`src/rtl/dv_div_pkg.sv`:
```
package dv_div_pkg;

  // Sequence state: bit 1 drives the output and holds the counters,
  // bit 0 marks that the end-of-cycle detect has been seen.
  typedef enum logic [1:0] {
    SEQ_IDLE  = 2'b00,
    SEQ_ARMED = 2'b01,
    SEQ_HIGH1 = 2'b11,
    SEQ_HIGH2 = 2'b10
  } seq_state_e;

  localparam int UNITS_MOD = 10;

endpackage

```
`src/rtl/dv_prog_latch.sv`:
```
module dv_prog_latch #(
  parameter int DIGIT_W   = 4,
  parameter int BAND_W    = 2,
  parameter int MAX_DIGIT = 9
) (
  input  logic               clk,
  input  logic               rst,
  input  logic [DIGIT_W-1:0] digit_in,
  input  logic [BAND_W-1:0]  band_in,
  input  logic               ld_digit,
  input  logic               ld_band,
  output logic [DIGIT_W-1:0] digit_q,
  output logic [BAND_W-1:0]  band_q
);

  localparam int CODE_MAX = (1 << DIGIT_W) - 1;

  logic [DIGIT_W-1:0] digit_safe;

  generate
    if (CODE_MAX > MAX_DIGIT) begin : g_clamp
      always_comb begin
        if (int'(digit_in) > MAX_DIGIT) digit_safe = DIGIT_W'(MAX_DIGIT);
        else                            digit_safe = digit_in;
      end
    end else begin : g_pass
      assign digit_safe = digit_in;
    end
  endgenerate

  always_ff @(posedge clk) begin
    if (rst) begin
      digit_q <= '0;
    end else if (ld_digit) begin
      digit_q <= digit_safe;
    end
  end

  always_ff @(posedge clk) begin
    if (rst) begin
      band_q <= '0;
    end else if (ld_band) begin
      band_q <= band_in;
    end
  end

endmodule

```
`src/rtl/dv_count_chain.sv`:
```
module dv_count_chain
  import dv_div_pkg::*;
#(
  parameter int DIGIT_W = 4,
  parameter int DETECT  = 25
) (
  input  logic               clk,
  input  logic               rst,
  input  logic               hold,
  input  logic [DIGIT_W-1:0] preset,
  output logic               hit
);

  localparam int TENS_MAX = DETECT / UNITS_MOD + 1;
  localparam int TENS_W   = $clog2(TENS_MAX + 1);
  localparam int HIT_TENS = DETECT / UNITS_MOD;
  localparam int HIT_UNIT = DETECT % UNITS_MOD;

  logic [DIGIT_W-1:0] units_q;
  logic [TENS_W-1:0]  tens_q;
  logic               units_wrap;

  assign units_wrap = (int'(units_q) == UNITS_MOD - 1);

  // Units stage: reloaded with the preset while held
  always_ff @(posedge clk) begin
    if (rst) begin
      units_q <= '0;
    end else if (hold) begin
      units_q <= preset;
    end else if (units_wrap) begin
      units_q <= '0;
    end else begin
      units_q <= units_q + 1'b1;
    end
  end

  // Tens stage: always restarts from zero, advances on units carry
  always_ff @(posedge clk) begin
    if (rst || hold) begin
      tens_q <= '0;
    end else if (units_wrap) begin
      tens_q <= tens_q + 1'b1;
    end
  end

  assign hit = (int'(tens_q) == HIT_TENS) && (int'(units_q) == HIT_UNIT);

endmodule

```
`src/rtl/dv_end_seq.sv`:
```
module dv_end_seq
  import dv_div_pkg::*;
(
  input  logic clk,
  input  logic rst,
  input  logic hit,
  output logic pulse,
  output logic hold
);

  seq_state_e state_q;
  seq_state_e state_d;

  always_comb begin
    unique case (state_q)
      SEQ_IDLE:  state_d = hit ? SEQ_ARMED : SEQ_IDLE;
      SEQ_ARMED: state_d = SEQ_HIGH1;
      SEQ_HIGH1: state_d = SEQ_HIGH2;
      SEQ_HIGH2: state_d = SEQ_IDLE;
      default:   state_d = SEQ_IDLE;
    endcase
  end

  always_ff @(posedge clk) begin
    if (rst) state_q <= SEQ_IDLE;
    else     state_q <= state_d;
  end

  assign pulse = state_q[1];
  assign hold  = state_q[1];

endmodule

```
`src/rtl/dv_loop_divider.sv`:
```
module dv_loop_divider #(
  parameter int DIGIT_W   = 4,
  parameter int BAND_W    = 2,
  parameter int MAX_DIGIT = 9,
  parameter int DETECT    = 25
) (
  input  logic               clk,
  input  logic               rst,
  input  logic [DIGIT_W-1:0] prog_digit,
  input  logic [BAND_W-1:0]  band_in,
  input  logic               ld_digit,
  input  logic               ld_band,
  output logic               div_pulse,
  output logic [BAND_W-1:0]  band_out
);

  logic [DIGIT_W-1:0] preset_q;
  logic               hit;
  logic               hold;

  dv_prog_latch #(
    .DIGIT_W   (DIGIT_W),
    .BAND_W    (BAND_W),
    .MAX_DIGIT (MAX_DIGIT)
  ) u_latch (
    .clk      (clk),
    .rst      (rst),
    .digit_in (prog_digit),
    .band_in  (band_in),
    .ld_digit (ld_digit),
    .ld_band  (ld_band),
    .digit_q  (preset_q),
    .band_q   (band_out)
  );

  dv_count_chain #(
    .DIGIT_W (DIGIT_W),
    .DETECT  (DETECT)
  ) u_chain (
    .clk    (clk),
    .rst    (rst),
    .hold   (hold),
    .preset (preset_q),
    .hit    (hit)
  );

  dv_end_seq u_seq (
    .clk   (clk),
    .rst   (rst),
    .hit   (hit),
    .pulse (div_pulse),
    .hold  (hold)
  );

endmodule

```
`config.mk`:
```
export PLATFORM = sky130hd
export DESIGN_NAME = dv_loop_divider
export DESIGN_NICKNAME = d
export VERILOG_FILES = /design/src/rtl/dv_div_pkg.sv /design/src/rtl/dv_prog_latch.sv /design/src/rtl/dv_count_chain.sv /design/src/rtl/dv_end_seq.sv /design/src/rtl/dv_loop_divider.sv
export SDC_FILE = /design/constraint.sdc
export NUM_CORES = 1
export LEC_CHECK = 0
export BUFFER_PORTS_ARGS = -buffer_cell sky130_fd_sc_hd__buf_4
export CAP_MARGIN = 20
export CORE_AREA = 2 2 39 41
export DETAILED_ROUTE_END_ITERATION = 7
export DIE_AREA = 0 0 41 43
export GPL_ROUTABILITY_DRIVEN = 0
export HOLD_SLACK_MARGIN = 0.06
export PLACE_DENSITY = 0.72
export SLEW_MARGIN = 20
export SYNTH_ARGS = -nofsm -noshare
export SYNTH_HDL_FRONTEND = slang
export SYNTH_SLANG_ARGS = --single-unit
```
`constraint.sdc`:
```
create_clock -name clk -period 1.41 [get_ports clk]
set_input_delay 0.2115 -clock clk [delete_from_list [all_inputs] [get_ports clk]]
set_output_delay 0.2115 -clock clk [all_outputs]
set_load 0.1 [all_outputs]
```
==> reports/metrics.yaml <==
min_path_type: "input port to register"
seq_area_um2: 282
final_common_cell: "dfxtp_1"
vias: 464
ir_worst_vdd_mv: 0.543
drc: 0
power.density_nw_per_um2: 1090
min_path_cells: 2
skew_ns: 0.000534
die-area_um2: 1760
io_pins: 13
final_cell_mix: "13 x dfxtp_1, 12 x buf_4, 8 x nor2_1"
synth-simple-area-share_pct: 19.2
sw_frac_of_total_pct: 23.5
worst_ep_arrival_time_ns: 1.06
grt_pass1_vias: 438
ys_ff_latch: 14
syn_inst: 63
finalSetupTns_ns: 0
cp_max_fo: 12
ant_nets: 0
rsz0062_at_grt: "no"
worstHoldStart: "ld_digit"
synth_top_family_by_area: "simple AND/OR/NAND/NOR gates"
dr.pass1.iters: 1
r2r_cells: 3
crit_chain: "buf_4"
cts_resized: 0
critPathKind: "register to output port"
timing.fmax_mhz: 787
status: "finished, final reports clean"
ys_warn_count: 0
synth_compound_gate_area_share_pct: 18.5
cp_slowest_cell: "dfxtp_2"
io_buffers: 12
grt_max_degree: 15
cp_top_family: "flip-flops"
drt_iter0_drc: 0
cts-root-buf: "clkbuf_4"
combPwrFrac_pct: 12.2
period_needed_ns: 1.27
fp.dieH_um: 43
grt-ovfl-total: 0
r2r_setup_slack_ns: 0.22
synth_area_per_cell_um2: 9.43
nets: 89
pwr-share-clk_pct: 34.8
ctsHoldBuffers: 0
layout_worst_path_cycle_share_pct: 90.1
setup_viol: 0
grt_pass1_wl_um: 1860
worstPathRequired_ns: 1.20
grtUsageTotal_pct: 16.2
num_rows: 14
dp_hpwl_um: 832
cts_tree: "built"
critPathMaxStageDelay_ns: 0.46
yosysUniqueCellTypes: 23
die_w_um: 41
synth_xor_area_share_pct: 2.95
num_antenna_cells: 0
synth_fa_ha_area_share_pct: 2.11
cts_buffers: 3
drive_gt1_share_pct: 28.6
startpoint_type: "register"
wire_per_inst_um: 11.5
path_buf_inv: 1
muxShareOfSynthArea_pct: 5.05
multi_input_area_um2: 284
max_cap_violations: 0
relSlewSlack_pct: 81.5
netlist_area_um2: 594
hold_end: "u_latch.digit_q[0]$_SDFFE_PP0P_"
vias_per_cell: 4.99
syn_to_final_growth_pct: 23.6
internal_power_mw: 0.611
antenna_found_initial: 0
worst_pin_slew_ns: 0.280
seqPwrFrac_pct: 53.0
reg2reg_from: "u_chain.units_q[2]$_SDFF_PP0_"
clk-insertion-delay-late_ns: 0.27
ys_seq_area_share_pct: 47.2
leakage_nw: 0.302
clkSlewWorstSetupHoldPaths_ns: 0.08
cts_sinks: 14
post_cts_buffers: 0
power_switching_mw: 0.188
slew_viol_final: 0
htree_levels: 1
clock_path_buffers: 2
fillers: 129
r2r-end: "u_chain.tens_q[1]$_SDFFE_PP0N_"
hold_viol: 0
critPathCaptureType: "output port"
fin_worst_hold_slack_ns: 0.175
core_um2: 1380
synth_nets: 74
routed_wl_um: 1070
start_util_pct: 42.9
## power groups by stage
stage / combinational [mW] / clock, mW / sequential [mW]
after floorplan: 0.0380 / 0 / 0.454
after global placement: 0.0963 / 0 / 0.431
after detailed placement: 0.0976 / 0 / 0.433
after CTS: 0.0979 / 0.286 / 0.423
after global routing: 0.106 / 0.304 / 0.426
final: 0.0972 / 0.278 / 0.423
## kinds of logic (layout without fill, tap and decap cells)
family / after synthesis / count (layout)
AO/OA/AOI/OAI: 15 / 15
XOR/XNOR: 2 / 2
adder cells (fa/ha/maj): 1 / 1
buffers and inverters: 8 / 22
flip-flops: 14 / 14
multiplexers: 3 / 3
AND/OR/NAND/NOR: 20 / 20
## cell type report
class                           count  share of cell area (%)
Sequential cell                    14                    38.3
Tap cell                           16                    2.73
Multi-Input combinational cell     41                    38.7
Timing Repair Buffer               12                    12.3
Inverter                            6                    3.07
Clock buffer                        4                    4.94
## metal layers
| layer | routed length [um] | up-vias | global-route usage, % |
|---|---|---|---|
| li1 | - | 249 | - |
| met1 | 482 | 207 | 20.6 |
| met2 | 538 | 6 | 23.1 |
| met3 | 28 | 2 | 4.71 |
| met4 | 15 | 0 | 10.0 |
| met5 | 0 | - | 0 |
## sequential cells by signal, indices dropped and copies added, names as in the netlist
register	cells
u_chain.tens_q	2
u_latch.band_q	2
u_seq.state_q	2
u_latch.digit_q	4
u_chain.units_q	4
## metrics by stage
step | instances | utilization [%] | cell area [um^2] | setup slack [ns] | power [mW]
2_1_floorplan | 63 | - | 596 | 0.0334 | 0.492
3_3_place_gp | 89 | 50.5 | 698 | 0.268 | 0.528
3_5_place_dp | 89 | 50.5 | 698 | 0.219 | 0.530
4_1_cts | 93 | 53.1 | 734 | 0.131 | 0.807
5_1_grt | 93 | 53.1 | 734 | 0.0829 | 0.836
6_report | 93 | 53.1 | 734 | 0.140 | 0.799
## cell usage after synthesis, drive strengths merged
master | n | area [um^2]
o21a | 1 | 7.51
inv | 6 | 22.5
ha | 1 | 12.5
nand3b | 1 | 7.51
xnor2 | 2 | 17.5
a2111oi | 1 | 15.0
nor3 | 2 | 10.0
dfxtp | 14 | 280
and2b | 1 | 8.76
a2bb2oi | 2 | 17.5
mux2i | 3 | 30.0
a221oi | 1 | 8.76
and4bb | 1 | 12.5
clkbuf | 2 | 7.51
a21oi | 4 | 20.0
o21ai | 3 | 15.0
nor2b | 4 | 25.0
nand2 | 1 | 3.75
a311oi | 2 | 17.5
nor2 | 9 | 36.3
and3b | 1 | 10.0
a41oi | 1 | 8.76
## how the worst max path moves through the flow
stage	start	to	slack [ns]	cells past startpoint
after floorplan	u_seq.state_q[1]$_SDFF_PP0_	u_chain.units_q[1]$_SDFF_PP0_	0.03	3
after global placement	u_chain.units_q[2]$_SDFF_PP0_	u_chain.tens_q[1]$_SDFFE_PP0N_	0.27	3
after detailed placement	u_chain.units_q[2]$_SDFF_PP0_	u_chain.tens_q[1]$_SDFFE_PP0N_	0.22	3
after CTS	u_seq.state_q[1]$_SDFF_PP0_	div_pulse	0.13	1
after global routing	u_seq.state_q[1]$_SDFF_PP0_	div_pulse	0.08	1
final	u_seq.state_q[1]$_SDFF_PP0_	div_pulse	0.14	1
(Power assumes the default switching activity.)
